$ cat src/rtl/memreq_pkg.sv
package memreq_pkg;
  localparam int unsigned DATA_W  = 32;
  localparam int unsigned MADDR_W = 20;
  localparam int unsigned BE_W    = 4;
  localparam int unsigned DIR_BIT = 31;
  localparam int unsigned BE_LSB  = 20;

  localparam int unsigned CTRL_BASE = 'h00;
  localparam int unsigned RDAT_BASE = 'h40;
  localparam int unsigned STAT_BASE = 'h60;
  localparam int unsigned RUN_BASE  = 'h80;
  localparam int unsigned STRIDE    = 4;

  typedef struct packed {
    logic               rd;
    logic [BE_W-1:0]    be;
    logic [MADDR_W-1:0] addr;
  } attr_t;

  typedef enum logic [1:0] {
    PH_IDLE = 2'd0,
    PH_HOLD = 2'd1,
    PH_REQ  = 2'd2,
    PH_RESP = 2'd3
  } phase_t;

  function automatic attr_t unpack_ctrl(input logic [DATA_W-1:0] w);
    attr_t a;
    a.rd   = w[DIR_BIT];
    a.be   = w[BE_LSB +: BE_W];
    a.addr = w[MADDR_W-1:0];
    return a;
  endfunction

  function automatic logic [DATA_W-1:0] pack_ctrl(input attr_t a);
    logic [DATA_W-1:0] w;
    w = '0;
    w[DIR_BIT]          = a.rd;
    w[BE_LSB +: BE_W]   = a.be;
    w[MADDR_W-1:0]      = a.addr;
    return w;
  endfunction
endpackage

$ cat src/rtl/memreq_regdec.sv
module memreq_regdec
  import memreq_pkg::*;
#(
  parameter int unsigned N_PORTS = 4,
  parameter int unsigned REG_AW  = 8
) (
  input  logic                      wr_en,
  input  logic [REG_AW-1:0]         wr_addr,
  input  logic [REG_AW-1:0]         rd_addr,
  input  logic [N_PORTS*DATA_W-1:0] ctrl_rb,
  input  logic [N_PORTS*DATA_W-1:0] rdat_rb,
  input  logic [N_PORTS-1:0]        busy_rb,
  output logic [N_PORTS-1:0]        ctrl_we,
  output logic [N_PORTS-1:0]        run_we,
  output logic [DATA_W-1:0]         rd_data
);
  for (genvar p = 0; p < N_PORTS; p++) begin : g_wdec
    localparam logic [REG_AW-1:0] CTRL_A = REG_AW'(CTRL_BASE + STRIDE*p);
    localparam logic [REG_AW-1:0] RUN_A  = REG_AW'(RUN_BASE + STRIDE*p);
    assign ctrl_we[p] = wr_en && (wr_addr == CTRL_A);
    assign run_we[p]  = wr_en && (wr_addr == RUN_A);
  end

  always_comb begin
    rd_data = '0;
    for (int p = 0; p < N_PORTS; p++) begin
      if (rd_addr == REG_AW'(CTRL_BASE + STRIDE*p)) rd_data = ctrl_rb[p*DATA_W +: DATA_W];
      if (rd_addr == REG_AW'(RDAT_BASE + STRIDE*p)) rd_data = rdat_rb[p*DATA_W +: DATA_W];
      if (rd_addr == REG_AW'(STAT_BASE + STRIDE*p)) rd_data = DATA_W'(busy_rb[p]);
    end
  end
endmodule

$ cat src/rtl/memreq_engine.sv
module memreq_engine
  import memreq_pkg::*;
(
  input  logic               clk,
  input  logic               rst_n,
  input  logic               ctrl_we,
  input  logic               run_we,
  input  logic [DATA_W-1:0]  wdata_in,
  output logic [DATA_W-1:0]  ctrl_rb,
  output logic [DATA_W-1:0]  rdat_rb,
  output logic               busy,
  output logic               mem_req,
  output logic               mem_we,
  output logic [BE_W-1:0]    mem_be,
  output logic [MADDR_W-1:0] mem_addr,
  output logic [DATA_W-1:0]  mem_wdata,
  input  logic               mem_gnt,
  input  logic               mem_valid,
  input  logic               mem_fmo,
  input  logic [DATA_W-1:0]  mem_rdata
);
  phase_t            ph_q, ph_d;
  attr_t             ctrl_q, snap_q;
  logic [DATA_W-1:0] wdat_q, rdat_q;
  logic              launch, capture;

  always_comb begin
    ph_d    = ph_q;
    launch  = 1'b0;
    capture = 1'b0;
    unique case (ph_q)
      PH_IDLE: if (run_we) begin
        launch = 1'b1;
        ph_d   = mem_fmo ? PH_HOLD : PH_REQ;
      end
      PH_HOLD: if (!mem_fmo) ph_d = PH_REQ;
      PH_REQ:  if (mem_gnt) ph_d = snap_q.rd ? PH_RESP : PH_IDLE;
      PH_RESP: if (mem_valid) begin
        capture = 1'b1;
        ph_d    = PH_IDLE;
      end
      default: ph_d = PH_IDLE;
    endcase
  end

  always_ff @(posedge clk or negedge rst_n) begin
    if (!rst_n) ph_q <= PH_IDLE;
    else        ph_q <= ph_d;
  end

  always_ff @(posedge clk or negedge rst_n) begin
    if (!rst_n)       ctrl_q <= '0;
    else if (ctrl_we) ctrl_q <= unpack_ctrl(wdata_in);
  end

  always_ff @(posedge clk or negedge rst_n) begin
    if (!rst_n) begin
      snap_q <= '0;
      wdat_q <= '0;
    end else if (launch) begin
      snap_q <= ctrl_q;
      wdat_q <= wdata_in;
    end
  end

  always_ff @(posedge clk or negedge rst_n) begin
    if (!rst_n)       rdat_q <= '0;
    else if (capture) rdat_q <= mem_rdata;
  end

  assign ctrl_rb   = pack_ctrl(ctrl_q);
  assign rdat_rb   = rdat_q;
  assign busy      = (ph_q != PH_IDLE);
  assign mem_req   = (ph_q == PH_REQ);
  assign mem_we    = ~snap_q.rd;
  assign mem_be    = snap_q.be;
  assign mem_addr  = snap_q.addr;
  assign mem_wdata = wdat_q;
endmodule

$ cat src/rtl/memreq_bank.sv
module memreq_bank
  import memreq_pkg::*;
#(
  parameter int unsigned N_PORTS = 4,
  parameter int unsigned REG_AW  = 8
) (
  input  logic                       clk,
  input  logic                       rst_n,
  input  logic                       reg_wr_en,
  input  logic [REG_AW-1:0]          reg_wr_addr,
  input  logic [DATA_W-1:0]          reg_wr_data,
  input  logic [REG_AW-1:0]          reg_rd_addr,
  output logic [DATA_W-1:0]          reg_rd_data,
  output logic [N_PORTS-1:0]         mem_req,
  output logic [N_PORTS-1:0]         mem_we,
  output logic [N_PORTS*BE_W-1:0]    mem_be,
  output logic [N_PORTS*MADDR_W-1:0] mem_addr,
  output logic [N_PORTS*DATA_W-1:0]  mem_wdata,
  input  logic [N_PORTS-1:0]         mem_gnt,
  input  logic [N_PORTS-1:0]         mem_valid,
  input  logic [N_PORTS-1:0]         mem_fmo,
  input  logic [N_PORTS*DATA_W-1:0]  mem_rdata
);
  logic [1:0]                rst_pipe;
  logic                      rst_core_n;
  logic [N_PORTS-1:0]        ctrl_we, run_we, busy_rb;
  logic [N_PORTS*DATA_W-1:0] ctrl_rb, rdat_rb;

  always_ff @(posedge clk or negedge rst_n) begin
    if (!rst_n) rst_pipe <= '0;
    else        rst_pipe <= {rst_pipe[0], 1'b1};
  end
  assign rst_core_n = rst_pipe[1];

  memreq_regdec #(.N_PORTS(N_PORTS), .REG_AW(REG_AW)) u_dec (
    .wr_en   (reg_wr_en),
    .wr_addr (reg_wr_addr),
    .rd_addr (reg_rd_addr),
    .ctrl_rb (ctrl_rb),
    .rdat_rb (rdat_rb),
    .busy_rb (busy_rb),
    .ctrl_we (ctrl_we),
    .run_we  (run_we),
    .rd_data (reg_rd_data)
  );

  for (genvar p = 0; p < N_PORTS; p++) begin : g_port
    memreq_engine u_eng (
      .clk       (clk),
      .rst_n     (rst_core_n),
      .ctrl_we   (ctrl_we[p]),
      .run_we    (run_we[p]),
      .wdata_in  (reg_wr_data),
      .ctrl_rb   (ctrl_rb[p*DATA_W +: DATA_W]),
      .rdat_rb   (rdat_rb[p*DATA_W +: DATA_W]),
      .busy      (busy_rb[p]),
      .mem_req   (mem_req[p]),
      .mem_we    (mem_we[p]),
      .mem_be    (mem_be[p*BE_W +: BE_W]),
      .mem_addr  (mem_addr[p*MADDR_W +: MADDR_W]),
      .mem_wdata (mem_wdata[p*DATA_W +: DATA_W]),
      .mem_gnt   (mem_gnt[p]),
      .mem_valid (mem_valid[p]),
      .mem_fmo   (mem_fmo[p]),
      .mem_rdata (mem_rdata[p*DATA_W +: DATA_W])
    );
  end
endmodule

$ cat config.mk
export PLATFORM = sky130hd
export DESIGN_NAME = memreq_bank
export DESIGN_NICKNAME = d
export VERILOG_FILES = /design/src/rtl/memreq_pkg.sv /design/src/rtl/memreq_regdec.sv /design/src/rtl/memreq_engine.sv /design/src/rtl/memreq_bank.sv
export SDC_FILE = /design/constraint.sdc
export NUM_CORES = 1
export LEC_CHECK = 0
export BUFFER_PORTS_ARGS = -buffer_cell sky130_fd_sc_hd__buf_2
export CAP_MARGIN = 25
export CORE_MARGIN = 8
export CORE_UTILIZATION = 50
export DETAILED_ROUTE_END_ITERATION = 12
export GPL_TIMING_DRIVEN = 0
export PLACE_DENSITY = 0.85
export RECOVER_POWER = 25
export SLEW_MARGIN = 10
export SYNTH_ARGS = -nofsm -noshare
export SYNTH_HDL_FRONTEND = slang
export SYNTH_HIERARCHICAL = 1
export SYNTH_SLANG_ARGS = --single-unit
$ cat constraint.sdc
create_clock -name clk -period 13.1 [get_ports clk]
set_input_delay 0 -clock clk [delete_from_list [all_inputs] [get_ports clk]]
set_output_delay 0 -clock clk [all_outputs]
set_load 0.01 [all_outputs]
After elaboration in Yosys (flattened, before gate mapping):

Cells that the tools add are included.

* bits in registers: 466
* output and inout bits: 264
* logic and storage cells: 165

* eq/ne operators: 46
* muxes and demuxes: 56
* bitwise logic cells: 4
* reduce and logical (&&, ||, !) cells: 22

Operators by type and width (count)
* two-way mux 32 bit: 12
* == test 8 x 7 -> 1 bit, second input constant: 8
* two-way mux 2 bit: 24
* == test 8 x 4 -> 1 bit, second input constant: 4
* == test 8 bit, second input constant: 4
* one-hot mux 2 bit (4 select lines): 4
* != test 2 bit, second input constant: 12
* == test 2 bit, second input constant: 8
* == test 8 x 3 -> 1 bit, second input constant: 2
* logical NOT 8 bit: 2
* two-way mux 1 bit: 16
* AND reduction 4 bit: 4
* == test 2 x 1 -> 1 bit, second input constant: 4
* logical AND 1 bit: 8
* logical NOT 2 bit: 4
* != test 2 x 1 -> 1 bit, second input constant: 4
* nonzero test 2 bit: 4
* NOT 1 bit: 4

Longest topological paths before layout:

Gate-level depths: netlist of the first run.

* depth after elaboration: 13
* depth in mapped cells: 8
* mapped depth without buffers: 6

Modules after synthesis:

Netlist of the first run, hierarchy kept.

Modules (own cells, without submodules)
* memreq_engine: times used 4, cells each 292, area each 4593.2 um2, sequential area each 2902.8 um2
* memreq_regdec: times used 1, cells each 310, area each 2493.6 um2, sequential area each 0.0 um2
* memreq_bank: times used 1, cells each 3, area each 53.8 um2, sequential area each 50.0 um2

Least setup slack after synthesis of the first run:

Ideal clock, no wire load.

* path type: in2reg
* start: input port reg_wr_addr[1]
* end: register g_port[1].u_eng.snap_q (netlist bit g_port[1].u_eng/mem_addr[10])
* library setup time: 127 ps
* arrival: 2099 ps
* data required time: 12973 ps
* setup slack: 10873 ps
* stages on the path: 7
* buffers on the path: 2
* cells stage by stage: or4_1 -> or4b_1 -> nor2_1 -> nor3b_2 -> buf_4 -> buf_6 -> mux2_1

* word-level cells in the longest chain between the ends: 4

Ends and longest elaborated chain
* from (decl): line memreq_bank.sv:10 `input logic [REG_AW-1:0] reg_wr_addr,`
* == test 8 bit: line memreq_regdec.sv:21 `assign run_we[p] = wr_en && (wr_addr == RUN_A);`
* logical AND 1 bit: line memreq_regdec.sv:21
* named net run_we[1]: line memreq_bank.sv:26 `logic [N_PORTS-1:0] ctrl_we, run_we, busy_rb;`
* two-way mux 1 bit: line memreq_engine.sv:32 `PH_IDLE: if (run_we) begin`
* two-way mux 1 bit: line memreq_engine.sv:31 `unique case (ph_q)`
* to (signal assigned): line memreq_engine.sv:61 `snap_q <= ctrl_q;`
* to (decl): line memreq_engine.sv:23 `attr_t ctrl_q, snap_q;`

The timed path passes the listed nets, and every way through them passes these cells.
A chain may end at the register's enable or synchronous reset.

==> impl_metrics.json, run 1 <==
{
  "htreeDepth": 2,
  "drive_gt1_frac": 0.478,
  "fin_area_um2": 27500,
  "placed_cell_area_um2": 24200,
  "vias": 15927,
  "cts_root_buf": "clkbuf_16",
  "grt_max_degree": 68,
  "setup-tns-final_ns": 0,
  "cts_buffers": 50,
  "dpl.hpwl_um": 49600,
  "critPathRequiredTime_ns": 12.99,
  "criticalPathCategory": "reg2async",
  "violations": "max-capacitance violations, max-slew violations",
  "dr.pass1.iters": 5,
  "ir_worst_vdd_mv": 0.116,
  "synth_edf_count": 0,
  "worstHoldPathType": "in2reg",
  "synth_top_flop_cell": "dfrtp_1",
  "coreArea_um2": 41700,
  "place.port_buffers": 452,
  "ys_seq_area_frac": 0.557,
  "worstPathCellList": "clkbuf_1",
  "drt_iter0_markers": 1310,
  "cts_resized": 0,
  "grt_antenna_before_repair": 10,
  "seqCellArea_um2": 11700,
  "leakagePower_uw": 0.0139,
  "chipWidth_um": 221,
  "final_net_count": 2391,
  "grt_pass1_vias": 17399,
  "startpoint_type": "flop",
  "final-setup-viol-count": 0,
  "ys_seq_elements": 466,
  "yosysWarnings": 6,
  "rsz0062_at_grt": "no",
  "cp_top_family": "buffers and inverters",
  "cts_tree": "yes",
  "yosysUniqueCellTypes": 40,
  "viasPerCell": 5.72,
  "top_level_ports": 455,
  "cp_slowest_stage_delay_ns": 2.55,
  "maxCapViolCount": 3,
  "clockBufferDepth": 3,
  "die-area_um2": 48600,
  "gp_routability_congestion": 0.847,
  "insertion_delay_ns": 0.59,
  "grt_usage": 0.300,
  "crit_fanout": 63,
  "slowest_stage": "clkbuf_1",
  "ant_nets": 0,
  "die_y_um": 221,
  "hold_viol_final": 0,
  "worstPathArrival_ns": 4.42,
  "placedCellCount": 2505,
  "drc": 0,
  "final_max_slew_viol_count": 161,
  "post_drt_wl_per_cell_um": 26.6,
  "fmax_mhz": 221,
  "crit_path_end_kind": "async pin",
  "finalCritPeriodShare": 0.346,
  "area_delta_synth_final_pct": 31.6,
  "cts_sinks": 466,
  "fp-row-count": 75,
  "async_flop_share": 1.00,
  "clock_skew_ns": 0.0323,
  "drt_wl_total_um": 74100,
  "synthCells": 1481,
  "slew_headroom": -1.35,
  "fillers": 2898,
  "run_status": "finished, violations left",
  "syn_area_um2": 20900,
  "cp.buffers_inverters": 1,
  "syn_area_per_cell_um2": 14.1,
  "power.density_nw_per_um2": 145,
  "multi_input_area_um2": 7870,
  "power_uw": 3980,
  "tightest_slew_ns": 3.52,
  "clk_pin_slew_ns": 0.06,
  "initial_utilization": 0.502,
  "min_period_ns": 4.53,
  "grt_first_pass_wirelength_um": 108000,
  "overflow": 0,
  "post_layout_nonfiller_instances": 2784
}
-- cell usage in the layout (no fill, tap or decap), types with 5 or more instances in the layout --
cell type | Yosys | routed
a211oi_1 | 31 | 31
o221ai_1 | 32 | 32
nand3_1 | 9 | 9
inv_1 | 8 | 8
nor3_1 | 7 | 7
nand2_1 | 17 | 17
buf_2 | 42 | 387
clkbuf_8 | 0 | 14
mux2_2 | 411 | 411
clkinv_2 | 0 | 5
a22oi_1 | 31 | 31
nor2_1 | 17 | 17
buf_4 | 128 | 128
clkbuf_16 | 0 | 53
o211ai_1 | 9 | 9
mux2_1 | 72 | 72
buf_6 | 11 | 12
nand2b_1 | 5 | 5
dfrtp_1 | 466 | 466
mux2i_1 | 33 | 33
clkbuf_1 | 38 | 155
conb_1 | 5 | 29
diode_2 | 0 | 9
o221ai_2 | 30 | 30
o21ai_0 | 39 | 39
dlygate4sd3_1 | 0 | 181
-- routing by layer --
| layer | GRT usage | part of all wire |
|---|---|---|
| met2 | 0.507 | 0.49 |
| met5 | 0 | 0.00034 |
| met3 | 0.0720 | 0.081 |
| met4 | 0.150 | 0.049 |
| met1 | 0.357 | 0.38 |
-- per-stage QoR --
stage               hold WS, ns  setup WS [ns]  utilization
finish                   0.0525           8.57        0.661
CTS                     0.00993           9.89        0.665
detailed placement       -0.207           9.29        0.580
floorplan                -0.296           5.51            -
global route             0.0585           7.69        0.660
global placement         -0.215           3.02        0.575
-- registers in the layout (all words and copies together) (netlist names) --
register,count
g_port.u_eng/mem_wdata,128
g_port.u_eng/rdat_rb,128
g_port.u_eng/mem_addr,80
g_port.u_eng/mem_be,16
g_port.u_eng/ph_q,8
g_port.u_eng/ctrl_rb,100
g_port.u_eng/snap_q,4
rst_pipe,2
-- Yosys cell counts, types with 2 or more instances --
cell      instances  area share
dfrtp_1         466        0.56
mux2_2          411        0.22
mux2_1           72       0.039
nand2b_1          5      0.0015
inv_1             8      0.0014
nand3_1           9      0.0022
buf_1             3     0.00054
o21ai_0          39      0.0093
buf_4           128       0.046
o221ai_2         30       0.022
clkbuf_1         38      0.0068
or2_2             4      0.0012
a211oi_1         31       0.011
a22oi_1          31       0.011
a31o_2            4      0.0017
nand2_1          17      0.0031
nand3b_1          4      0.0014
mux2i_1          33       0.016
conb_1            5     0.00090
nor3_1            7      0.0017
nor3b_2           4      0.0024
nor2_1           17      0.0031
or3_1             3     0.00090
o221ai_1         32       0.013
nor4_1            2     0.00060
o211ai_1          9      0.0032
nor2b_1           4      0.0012
buf_6            11      0.0059
or4_1             2     0.00072
buf_2            42       0.010
-- layout make-up --
cell class                 count  area share
multi-input combinational    808       0.286
buffer                       222      0.0526
sequential                   466       0.424
inverter                       9     0.00123
clock buffer                  74      0.0561
timing repair buffer         643       0.149
tap                          539      0.0245
clock inverter                14     0.00600
antenna                        9    0.000818
-- where the power goes --
part / total [uW] / internal (uW) / switching, uW
Sequential: 1850 / 1690 / 159
Combinational: 676 / 371 / 305
Clock: 1460 / 873 / 587
Total: 3980 / 2930 / 1050
-- cells by family (layout without fill, tap and decap cells) --
logic type	count (synthesis)	in the layout	share of synthesized area
DFF	466	466	0.557
muxes	516	516	0.276
other	5	38	0.000897
buffers and inverters	231	962	0.0709
AOI/OAI and AO/OA	181	181	0.0731
and+or+nand+nor	82	82	0.0219
-- path summary, 6_finish.rpt --
| path | cells after the start | start | slack (ns) | to |
|---|---|---|---|---|
| setup / recovery | 1 | rst_pipe[1] | 8.57 | g_port[3].u_eng/mem_wdata[18] |
| hold / removal | 3 | mem_valid[0] | 0.05 | g_port[0].u_eng/rdat_rb[31] |
| setup reg to reg | 1 | rst_pipe[1] | 8.57 | g_port[3].u_eng/mem_wdata[18] |
| hold reg to reg | 0 | rst_pipe[0] | 0.36 | rst_pipe[1] |
| max in group clk | 8 | reg_wr_addr[1] | 9.97 | g_port[1].u_eng/mem_addr[6] |
| min in group asynchronous | 3 | rst_n | 0.27 | rst_pipe[1] |
-- what timing repair did --
action / CTS / global route
endpoints found under the hold margin: 366 / 0
setup buffers: 0 / 0
hold buffers: 181 / 0
No activity file was read; power rests on OpenSTA's default activity.
==> inputs of run 2 (changes only) <==
Settings changed: CORE_UTILIZATION 50 to 55, PLACE_DENSITY 0.85 to 0.89.
Clock period 13.1 ns to 4.2 ns, I/O delays scaled along.
==> impl_metrics.json, run 2 (same netlist as run 1, synthesis figures left out) <==
{
  "grt_usage": 0.342,
  "placedCellCount": 2476,
  "criticalPathCategory": "in2reg",
  "worstHoldPathType": "in2reg",
  "seqPwrFrac": 0.469,
  "post_drt_wl_per_cell_um": 28.2,
  "clockBufferDepth": 3,
  "die_y_um": 211,
  "vias": 16432,
  "dp_slack_ns": 0.503,
  "run_status": "complete, no violations",
  "gp_routability_congestion": 0.884,
  "dr_wl_met3_um": 6900,
  "cts_root_buf": "clkbuf_16",
  "chipWidth_um": 211,
  "dpl.hpwl_um": 49200,
  "clk_pin_slew_ns": 0.06,
  "leakagePower_uw": 0.0136,
  "place.port_buffers": 452,
  "placed_cell_area_um2": 24100,
  "critPathRequiredTime_ns": 4.65,
  "worstPathArrival_ns": 3.71,
  "fillers": 2356,
  "drt_wl_total_um": 77700,
  "power_uw": 12300,
  "crit_fanout": 10,
  "pwr-share-clk": 0.354,
  "area_delta_synth_final_pct": 30.9,
  "setup-tns-final_ns": 0,
  "htreeDepth": 2,
  "reg2reg_depth": 5,
  "rrSetupSlack_ns": 1.60,
  "power.density_nw_per_um2": 450,
  "crit_path_end_kind": "flop",
  "die-area_um2": 44500,
  "min_period_ns": 3.26,
  "ant_nets": 0,
  "crit_start": "reg_wr_addr[0]",
  "reg2reg_from": "g_port[0].u_eng/ph_q[1]",
  "crit_end": "g_port[0].u_eng/mem_addr[18]",
  "drc": 0,
  "clock_skew_ns": 0.0303,
  "tightest_slew_ns": 1.30,
  "wirelength_met1_um": 27700,
  "coreArea_um2": 37600,
  "grt_pass1_vias": 18204,
  "cp_slowest_stage_delay_ns": 0.95,
  "dr.pass1.iters": 6,
  "slew_headroom": 0.131,
  "crit_path_frequent_cell": "or4_1",
  "layout_commonest_cell": "dfrtp_1",
  "cts_tree": "yes",
  "drt_iter0_markers": 1353,
  "fmax_mhz": 307,
  "viasPerCell": 5.97,
  "startpoint_type": "input port",
  "slowest_stage": "nor3b_2",
  "fp-row-count": 71,
  "p_sw_frac": 0.272,
  "hold_viol_final": 0,
  "drive_gt1_frac": 0.452,
  "top_layer_used": "met5",
  "final_net_count": 2393,
  "post_layout_nonfiller_instances": 2752,
  "grt_antenna_before_repair": 9,
  "fin_area_um2": 27400,
  "top_level_ports": 455,
  "finalCritPeriodShare": 0.777,
  "grt_first_pass_wirelength_um": 115000,
  "maxCapViolCount": 0,
  "insertion_delay_ns": 0.59,
  "grt_max_degree": 69,
  "final_cell_mix": "dfrtp_1 (466), mux2_2 (411), buf_2 (338)",
  "cts_sinks": 466,
  "pwr-share-comb": 0.177,
  "p_switching_uw": 3350,
  "setup_slack_ns": 0.938,
  "final-setup-viol-count": 0,
  "initial_utilization": 0.557,
  "cts_buffers": 49,
  "overflow": 0,
  "post_cts_buffers": 0,
  "worstPathCellList": "buf_2, or4_1, or4_1, nor2_1, nor3b_2, buf_4, buf_6, mux2_1",
  "r2r-end": "g_port[0].u_eng/mem_addr[18]",
  "ir_worst_vdd_mv": 0.408,
  "rsz0062_at_grt": "no",
  "intPower_uw": 8970,
  "final_max_slew_viol_count": 0,
  "route.met2.wl_um": 38300
}
run 2: changes by cell type in the layout (fill, tap and decap cells not counted), moves of 2 or more:
cell           previous run  this run
clkbuf_1                155       209
buf_2                   387       338
diode_2                   9         3
dlygate4sd3_1           181       186
clkbuf_8                 14        10
buf_16                    4         6
clkbuf_16                53        51
run 2: how the worst min path moves through the flow:
stage	cells after the start	startpoint	slack (ns)	end
2_1_floorplan	0	rst_n	-0.30	rst_pipe[0]
3_3_place_gp	1	rst_n	-0.21	rst_pipe[0]
3_5_place_dp	1	rst_n	-0.21	rst_pipe[0]
4_1_cts	3	mem_valid[0]	0.002	g_port[0].u_eng/rdat_rb[31]
5_1_grt	3	mem_valid[0]	0.03	g_port[0].u_eng/rdat_rb[31]
6_report	3	mem_valid[0]	0.04	g_port[0].u_eng/rdat_rb[31]
run 2: critical path, delay by kind of cell:
| kind | cells | cell delay (ns) |
|---|---|---|
| simple gates | 4 | 2.52 |
| buf+inv | 3 | 0.79 |
| mux | 1 | 0.39 |
run 2: through the flow:
step	util	hold WS [ns]
floorplan	-	-0.296
global placement	0.636	-0.215
detailed placement	0.642	-0.211
CTS	0.734	0.00211
global route	0.729	0.0251
finish	0.729	0.0445
run 2: layout make-up:
cell class | count | area, um2 | area share
Timing Repair Buffer | 646 | 4130 | 0.151
Inverter | 9 | 33.8 | 0.00123
Sequential cell | 466 | 11700 | 0.426
Antenna cell | 3 | 7.51 | 0.000274
Multi-Input combinational cell | 808 | 7870 | 0.287
Tap cell | 511 | 639 | 0.0234
Buffer | 222 | 1450 | 0.0529
Clock inverter | 11 | 116 | 0.00425
Clock buffer | 76 | 1470 | 0.0537
run 2: what timing repair did:
item                                    4_1_cts  5_1_grt
resized for setup                             0        0
endpoints found under the setup margin        0        0
hold buffers                                186        0
hold endpoints to repair                    366        0
run 2: metal layers:
layer | track usage | vias to the layer above
met5 | 0 | -
met4 | 0.203 | 10
met3 | 0.0902 | 346
met2 | 0.577 | 1091
met1 | 0.389 | 8274
li1 | - | 6711
run 2: power by group through the flow:
stage,Sequential [uW],Combinational (uW),Clock (uW)
CTS,5730,2110,4370
global placement,5810,1670,0
finish,5780,2180,4360
floorplan,5730,1220,0
detailed placement,5790,1870,0
global route,5850,2310,4590
==> inputs of run 3 (changes only) <==
Settings changed: ABC_AREA set to 1, CORE_UTILIZATION 55 to 50, PLACE_DENSITY 0.89 to 0.85.
Clock period 4.2 ns to 3 ns, I/O delays scaled along.
==> impl_metrics.json, run 3 <==
{
  "placed_cell_area_um2": 25000,
  "finalCritPeriodShare": 0.836,
  "cts_resized": 0,
  "grt_pass1_vias": 21288,
  "synth_top_area_frac": 0.539,
  "area_delta_synth_final_pct": 31.3,
  "gp_routability_congestion": 0.923,
  "yosysMostFrequentCell": "nand2_1",
  "drt_wl_total_um": 86200,
  "syn_area_um2": 21700,
  "cts_sinks": 466,
  "vias": 21343,
  "async_flop_share": 1.00,
  "dpl.hpwl_um": 57800,
  "ys_seq_elements": 466,
  "run_status": "complete, no violations",
  "postLayoutCoreUtil": 0.663,
  "synth_common_cells": "nand2_1 (819), dfrtp_1 (466), inv_1 (266), nand3_1 (246), o21ai_0 (232)",
  "fmax_mhz": 399,
  "die-area_um2": 50200,
  "synthCells": 2531,
  "criticalPathCategory": "reg2out",
  "final_net_count": 3452,
  "hold_viol_final": 0,
  "slowest_stage": "dfrtp_1",
  "cts_root_buf": "clkbuf_16",
  "grt_first_pass_wirelength_um": 127000,
  "ys_seq_area_frac": 0.539,
  "ant_nets": 0,
  "coreArea_um2": 42900,
  "rrSetupSlack_ns": 0.96,
  "setup_slack_ns": 0.491,
  "post_drt_wl_per_cell_um": 22.1,
  "top_level_ports": 455,
  "crit_fanout": 10,
  "worstPathCellList": "buf_4, nor2_8, buf_2, inv_1, nand3_1, nand2_1, inv_1, nand4_1, nand2_1, nand3_1, nand2_1, nand3_1, buf_2",
  "final_max_slew_viol_count": 0,
  "dr.pass1.iters": 7,
  "yosysUniqueCellTypes": 29,
  "initial_utilization": 0.505,
  "drc": 0,
  "synth_area_leader_cell": "dfrtp_1",
  "syn_area_per_cell_um2": 8.56,
  "cp_slowest_stage_delay_ns": 0.37,
  "viasPerCell": 5.48,
  "drive_gt1_frac": 0.220,
  "insertion_delay_ns": 0.58,
  "die_y_um": 224,
  "grt_antenna_before_repair": 12,
  "synth_top_flop_cell": "dfrtp_1",
  "clockBufferDepth": 3,
  "rsz0062_at_grt": "no",
  "clk_pin_slew_ns": 0.06,
  "post_cts_buffers": 0,
  "fin_area_um2": 28400,
  "drt_iter0_markers": 2575,
  "clock_skew_ns": 0.0149,
  "fp-row-count": 76,
  "htreeDepth": 2,
  "yosysWarnings": 6,
  "critPathRequiredTime_ns": 3.00,
  "layout_commonest_cell": "nand2_1",
  "cts_hold_buffers": 194,
  "chipWidth_um": 224,
  "startpoint_type": "flop",
  "min_period_ns": 2.51,
  "worstPathArrival_ns": 2.51,
  "cts_buffers": 48,
  "final_cell_mix": "nand2_1 (819), dfrtp_1 (466), buf_2 (339)",
  "final-setup-viol-count": 0,
  "synthTopCellsByArea": "dfrtp_1 (54%), nand2_1 (14%), nand3_1 (5.7%)",
  "grt_max_degree": 64,
  "power_uw": 18900,
  "dp_slack_ns": 0.883,
  "grt_usage": 0.333,
  "ir_worst_vdd_mv": 0.558,
  "crit_path_end_kind": "output port",
  "slew_headroom": 0.206,
  "synth_edf_count": 0,
  "power.density_nw_per_um2": 665,
  "setup-tns-final_ns": 0,
  "cts_tree": "yes",
  "overflow": 0,
  "tightest_slew_ns": 1.19,
  "worstHoldPathType": "in2reg",
  "place.port_buffers": 454,
  "leakagePower_uw": 0.0154,
  "maxCapViolCount": 0
}
[run 3: cell types whose count changed after synthesis, moves of 72 or more]
cell and change:
nand2_1 +802, mux2_1 -72, inv_1 +258, mux2_2 -411
o21ai_0 +193, o21ai_2 +100, nand3_1 +237
[run 3: worst paths after layout]
path / from / to / cells after the start
max reg2reg: rst_pipe[1] / g_port[1].u_eng/ph_q[1] / 3
max: g_port[1].u_eng/ph_q[1] / reg_rd_data[0] / 13
min reg2reg: rst_pipe[0] / rst_pipe[1] / 0
max in group asynchronous: rst_pipe[1] / g_port[1].u_eng/ph_q[1] / 3
min: reg_wr_addr[3] / g_port[2].u_eng/mem_wdata[31] / 6
min in group asynchronous: rst_n / rst_pipe[1] / 3
[run 3: cell families (layout without fill, tap and decap cells)]
| logic type | Yosys count | count (layout) | share of synthesized area |
|---|---|---|---|
| AND/OR/NAND/NOR | 1123 | 1123 | 0.219 |
| buffers and inverters | 540 | 1283 | 0.132 |
| flip-flops | 466 | 466 | 0.539 |
| AO/OA/AOI/OAI | 397 | 397 | 0.110 |
| other | 5 | 40 | 0.000867 |
[run 3: layout make-up]
type,count,area [um2]
fillers,3264,14400
flip-flops and latches,466,11700
multi-input cells,1549,7230
repair buffers,656,4230
plain buffers,263,1810
clock buffers,67,1380
inverters,277,1040
well taps,585,732
clock inverters,20,324
diodes,11,27.5
[run 3: metal layers]
metal  up-vias  global-route usage  wire length, um
li1       9268                   -                -
met1     10149               0.390            30500
met2      1486               0.539            39900
met3       438              0.0764             9000
met4         2               0.234             6750
met5         -                   0               11
[run 3: critical path: cells and delay by family, from the launching register on]
kind	cells	cell delay, ns
buffers and inverters	5	0.84
DFF	1	0.37
and+or+nand+nor	8	0.73
[run 3: metrics by stage]
stage          hold slack, ns  instances
2_1_floorplan          -0.296       2555
3_3_place_gp           -0.215       3594
3_5_place_dp           -0.213       3602
4_1_cts                0.0270       3883
5_1_grt                0.0930       3894
6_report               0.0501       3894
[run 3: power by group]
group | internal (uW) | leakage, uW | switching [uW]
logic | 1660 | 0.00875 | 2540
clock network | 3910 | 0.000821 | 2620
registers | 7460 | 0.00585 | 732
total | 13000 | 0.0154 | 5890
